### src/rtl/selftest_pkg.sv
package selftest_pkg;

    typedef enum logic [1:0] {
        MODE_LATCH   = 2'b00,
        MODE_SCAN    = 2'b01,
        MODE_PATTERN = 2'b10,
        MODE_COMPACT = 2'b11
    } mode_e;

endpackage

### src/rtl/str_feedback.sv
module str_feedback #(
    parameter int WIDTH = 8,
    parameter logic [WIDTH-1:0] TAPS = 8'hB8
) (
    input  logic [WIDTH-1:0] state_i,
    output logic             fb_o
);
    logic [WIDTH-1:0] masked;

    // one AND term per bit position, selected by the tap mask
    for (genvar i = 0; i < WIDTH; i++) begin : g_tap
        if (TAPS[i]) begin : g_on
            assign masked[i] = state_i[i];
        end else begin : g_off
            assign masked[i] = 1'b0;
        end
    end

    assign fb_o = ^masked;
endmodule

### src/rtl/str_nextstate.sv
module str_nextstate
    import selftest_pkg::*;
#(
    parameter int WIDTH = 8
) (
    input  mode_e            mode_i,
    input  logic [WIDTH-1:0] state_i,
    input  logic [WIDTH-1:0] par_i,
    input  logic             ser_i,
    input  logic             fb_i,
    output logic [WIDTH-1:0] next_o
);
    localparam int TOP = WIDTH - 1;

    logic [WIDTH-1:0] lfsr_step;
    assign lfsr_step = {state_i[TOP-1:0], fb_i};

    always_comb begin
        unique case (mode_i)
            MODE_LATCH:   next_o = par_i;
            MODE_SCAN:    next_o = {state_i[TOP-1:0], ser_i};
            MODE_PATTERN: next_o = lfsr_step;
            MODE_COMPACT: next_o = lfsr_step ^ par_i;
            default:      next_o = par_i;
        endcase
    end
endmodule

### src/rtl/selftest_reg.sv
module selftest_reg
    import selftest_pkg::*;
#(
    parameter int WIDTH = 8,
    parameter logic [WIDTH-1:0] TAPS = 8'hB8,
    parameter logic [WIDTH-1:0] SEED = 8'h01
) (
    input  logic             clk,
    input  logic             rst,
    input  logic [1:0]       mode_i,
    input  logic [WIDTH-1:0] par_i,
    input  logic             ser_i,
    output logic [WIDTH-1:0] par_o,
    output logic             ser_o,
    output logic [WIDTH-1:0] sig_o
);
    localparam int TOP = WIDTH - 1;

    mode_e            mode;
    logic [WIDTH-1:0] state_q;
    logic [WIDTH-1:0] state_d;
    logic             fb;

    assign mode = mode_e'(mode_i);

    str_feedback #(.WIDTH(WIDTH), .TAPS(TAPS)) u_fb (
        .state_i (state_q),
        .fb_o    (fb)
    );

    str_nextstate #(.WIDTH(WIDTH)) u_next (
        .mode_i  (mode),
        .state_i (state_q),
        .par_i   (par_i),
        .ser_i   (ser_i),
        .fb_i    (fb),
        .next_o  (state_d)
    );

    // state register
    always_ff @(posedge clk) begin
        if (rst) state_q <= SEED;
        else     state_q <= state_d;
    end

    // outputs
    always_comb begin
        par_o = state_q;
        sig_o = state_q;
        ser_o = state_q[TOP];
    end

    assert_reset_seed_R1: assert property (@(posedge clk)
        rst |=> (par_o == SEED));

    assert_latch_capture_R2: assert property (@(posedge clk) disable iff (rst)
        (mode_i == 2'b00) |=> (par_o == $past(par_i)));

    assert_scan_shift_R3: assert property (@(posedge clk) disable iff (rst)
        (mode_i == 2'b01) |=> (par_o == {$past(par_o[TOP-1:0]), $past(ser_i)}));

    assert_pattern_shift_R4: assert property (@(posedge clk) disable iff (rst)
        (mode_i == 2'b10) |=> (par_o[TOP:1] == $past(par_o[TOP-1:0])));

    assert_pattern_nonzero_R5: assert property (@(posedge clk) disable iff (rst)
        (mode_i == 2'b10 && par_o != '0) |=> (par_o != '0));

    assert_compact_fold_R6: assert property (@(posedge clk) disable iff (rst)
        (mode_i == 2'b11) |=> ((par_o[TOP:1] ^ $past(par_i[TOP:1])) == $past(par_o[TOP-1:0])));
endmodule

### config.mk
export PLATFORM = sky130hd
export DESIGN_NAME = selftest_reg
export DESIGN_NICKNAME = d
export VERILOG_FILES = /design/src/rtl/selftest_pkg.sv /design/src/rtl/str_feedback.sv /design/src/rtl/str_nextstate.sv /design/src/rtl/selftest_reg.sv
export SDC_FILE = /design/constraint.sdc
export NUM_CORES = 1
export LEC_CHECK = 0
export BUFFER_PORTS_ARGS = -buffer_cell sky130_fd_sc_hd__buf_2
export CORE_MARGIN = 5
export CORE_UTILIZATION = 41
export CTS_BUF_LIST = sky130_fd_sc_hd__clkbuf_8
export DETAILED_ROUTE_END_ITERATION = 16
export PLACE_DENSITY = 0.76
export SETUP_SLACK_MARGIN = 0.15
export SYNTH_ARGS = -nofsm -noshare
export SYNTH_HDL_FRONTEND = slang
export SYNTH_SLANG_ARGS = --single-unit
### constraint.sdc
create_clock -name clk -period 1.4 [get_ports clk]
set_clock_uncertainty 0.1 [all_clocks]
set_input_delay 0.07 -clock clk [delete_from_list [all_inputs] [get_ports clk]]
set_output_delay 0.07 -clock clk [all_outputs]
set_load 0.005 [all_outputs]
==> impl_metrics.toml <==
[layout]
antenna_cells = 0
final_cell_mix = "buf_2, nor2_1, nor2b_1, a211oi_1, nand3_1"
num-nets-final = 108
layout_commonest_cell = "buf_2"
multiInputGateArea_um2 = 359
drive_gt1_share_pct = 48.9
regArea_um2 = 173
area_delta_synth_final_pct = 32.8
largest_reg_flops = 8
layout.cells.non_filler = 109
nFillCells = 120

[drt]
first_iter_violations = 8
firstDrtPassIters = 4
route.met3.wl_um = 137
met2WireLength_um = 654
vias = 605
ant_nets = 0
avgRoutedWirePerCell_um = 12.4
drcViolationCount = 0
wl_mm = 1.36
maxUsedRoutingLayer = "met4"
detail_route.vias_per_cell = 5.55
wl_met1_um = 554

[power]
pwr-share-seq_pct = 35.9
clkPwrFrac_pct = 38.7
p_sw_mw = 0.209
swShare_pct = 28.0
pwr-share-comb_pct = 25.4
power_density_mw_per_mm2 = 965
ir_worst_vdd_uv = 602
p_int_mw = 0.538
leakage_nw = 0.347

[cts]
cts_buffers = 3
clock_latency_ns = 0.23
clk_pin_slew_ns = 0.04
cts.sinks = 8
cts_root_buffer = "clkbuf_8"
cts_tree = "built"
htree_num_levels = 1
cts_buffer_depth = 2

[placed_design]
io_buffers = 29
dp_hpwl_um = 947
placedCellCount = 104
gp_congestion = 0.680

[yosys]
postSynthAreaPerCell_um2 = 8.21
synth_nets = 84
synth.distinct_cells = 17
yosysTopAreaCellShare_pct = 27.5
netlist_area_um2 = 583
yosys_warnings = 0
synth_seq_cells = 8
synth_top_area_cell = "dfxtp_1"
seq_area_frac_synth_pct = 27.5
syn_inst = 71
synthTopCellsByArea = "dfxtp_1, buf_4, a211oi_1"

[timing]
post-route-period-util_pct = 95.9
max-slew-margin-rel_pct = 69.9
max_freq_mhz = 745
worst_pin_slew_ns = 0.451
fin_crit_ns = 1.34
fin_setup_tns_ns = 0
setup_violations = 0
hold_viol = 0
rsz0062_at_grt = "true"
slew_viol_final = 0

[floorplanning]
start_util_pct = 44.3
die_h_um = 47.7
io_pins = 30
fp.dieArea_mm2 = 0.00228
fp.dieW_um = 47.7
num_rows = 13
core_mm2 = 0.00132

[grt]
grt_pass1_wl_mm = 1.97
grt_max_degree = 31
overflow = 0
grt_pass1_vias = 484
antenna_found_initial = 0
grt_use_total_pct = 12.9

[critical_path]
crit_path_max_fanout = 2
r2r_slack_ns = 0.06
worstSetupEndpointType = "flip-flop"
path_class = "reg -> reg"
arrival_ns = 1.36
cp.required_ns = 1.42
r2r_cells = 3
start_kind = "flip-flop"

[status]
status = "completed"

[hold_path]
whs_path_depth = 3
hold_class = "in -> reg"

[job]
drv_cap = 0
area by class of cell:
cell class | count | area share [%]
multi-input cells | 49 | 46.4
repair buffers | 33 | 23.1
well taps | 15 | 2.42
clock buffers | 3 | 5.33
flip-flops and latches | 8 | 22.3
clock inverters | 1 | 0.485
Yosys cell counts:
cell        n
a2111oi_0   6
o21ai_0     7
nor2_1      8
buf_2       2
xnor3_1     1
nand2_1     1
nor2b_1     7
buf_6       1
nand3_1     7
buf_4      10
a211oi_1    7
a2111oi_1   1
mux2i_1     1
a211o_1     1
clkbuf_2    1
dfxtp_1     8
xnor2_1     2
logic make-up after synthesis:
logic type      after synthesis  share of synthesized area, %
mux                           1                          1.72
buf+inv                      14                          17.4
flops                         8                          27.5
simple gates                 23                          19.3
compound gates               22                          27.3
xor+xnor                      3                          6.87
critical path: stages, from the launching register on:
cell and delay (ns):
dfxtp_4 0.35, xnor2_2 0.14, xnor3_1 0.40, a211o_1 0.25
power groups by stage:
stage | registers, mW | logic [mW] | clock network, mW
5_1_grt | 0.273 | 0.211 | 0.311
6_report | 0.268 | 0.190 | 0.289
3_3_place_gp | 0.271 | 0.164 | 0
3_5_place_dp | 0.272 | 0.166 | 0
4_1_cts | 0.268 | 0.175 | 0.298
2_1_floorplan | 0.276 | 0.116 | 0
timing repair:
action                                  CTS  global route
cloned                                    0             0
pin swaps                                 3             3
endpoints found under the setup margin    3             6
hold buffers                              0             0
resized for setup                         2            12
hold endpoints to repair                  0             0
buffers inserted                          1             0
routing by layer:
metal	vias up	track usage, %
met5	-	0
met4	0	4.84
met3	2	5.64
met2	23	18.5
met1	276	16.9
li1	304	-
worst paths after layout:
path / from / end
setup / recovery: par_o[5]$_SDFF_PP0_ / par_o[0]$_SDFF_PP1_
hold / removal: par_i[7] / par_o[7]$_SDFF_PP0_
setup reg to reg: par_o[5]$_SDFF_PP0_ / par_o[0]$_SDFF_PP1_
hold reg to reg: par_o[2]$_SDFF_PP0_ / par_o[3]$_SDFF_PP0_
per-stage QoR:
step | hold WS (ns) | worst slack [ns] | instance area (um^2) | util (%) | total power [mW]
2_1_floorplan | 0.0427 | 0.0614 | 596 | - | 0.392
5_1_grt | 0.0584 | 0.0129 | 774 | 58.8 | 0.795
4_1_cts | 0.0232 | 0.0418 | 742 | 56.3 | 0.740
3_5_place_dp | 0.261 | 0.0444 | 681 | 51.7 | 0.438
3_3_place_gp | 0.261 | 0.0684 | 681 | 51.7 | 0.434
6_report | 0.0366 | 0.0571 | 774 | 58.8 | 0.747
Power figures use the tool's default switching activity.
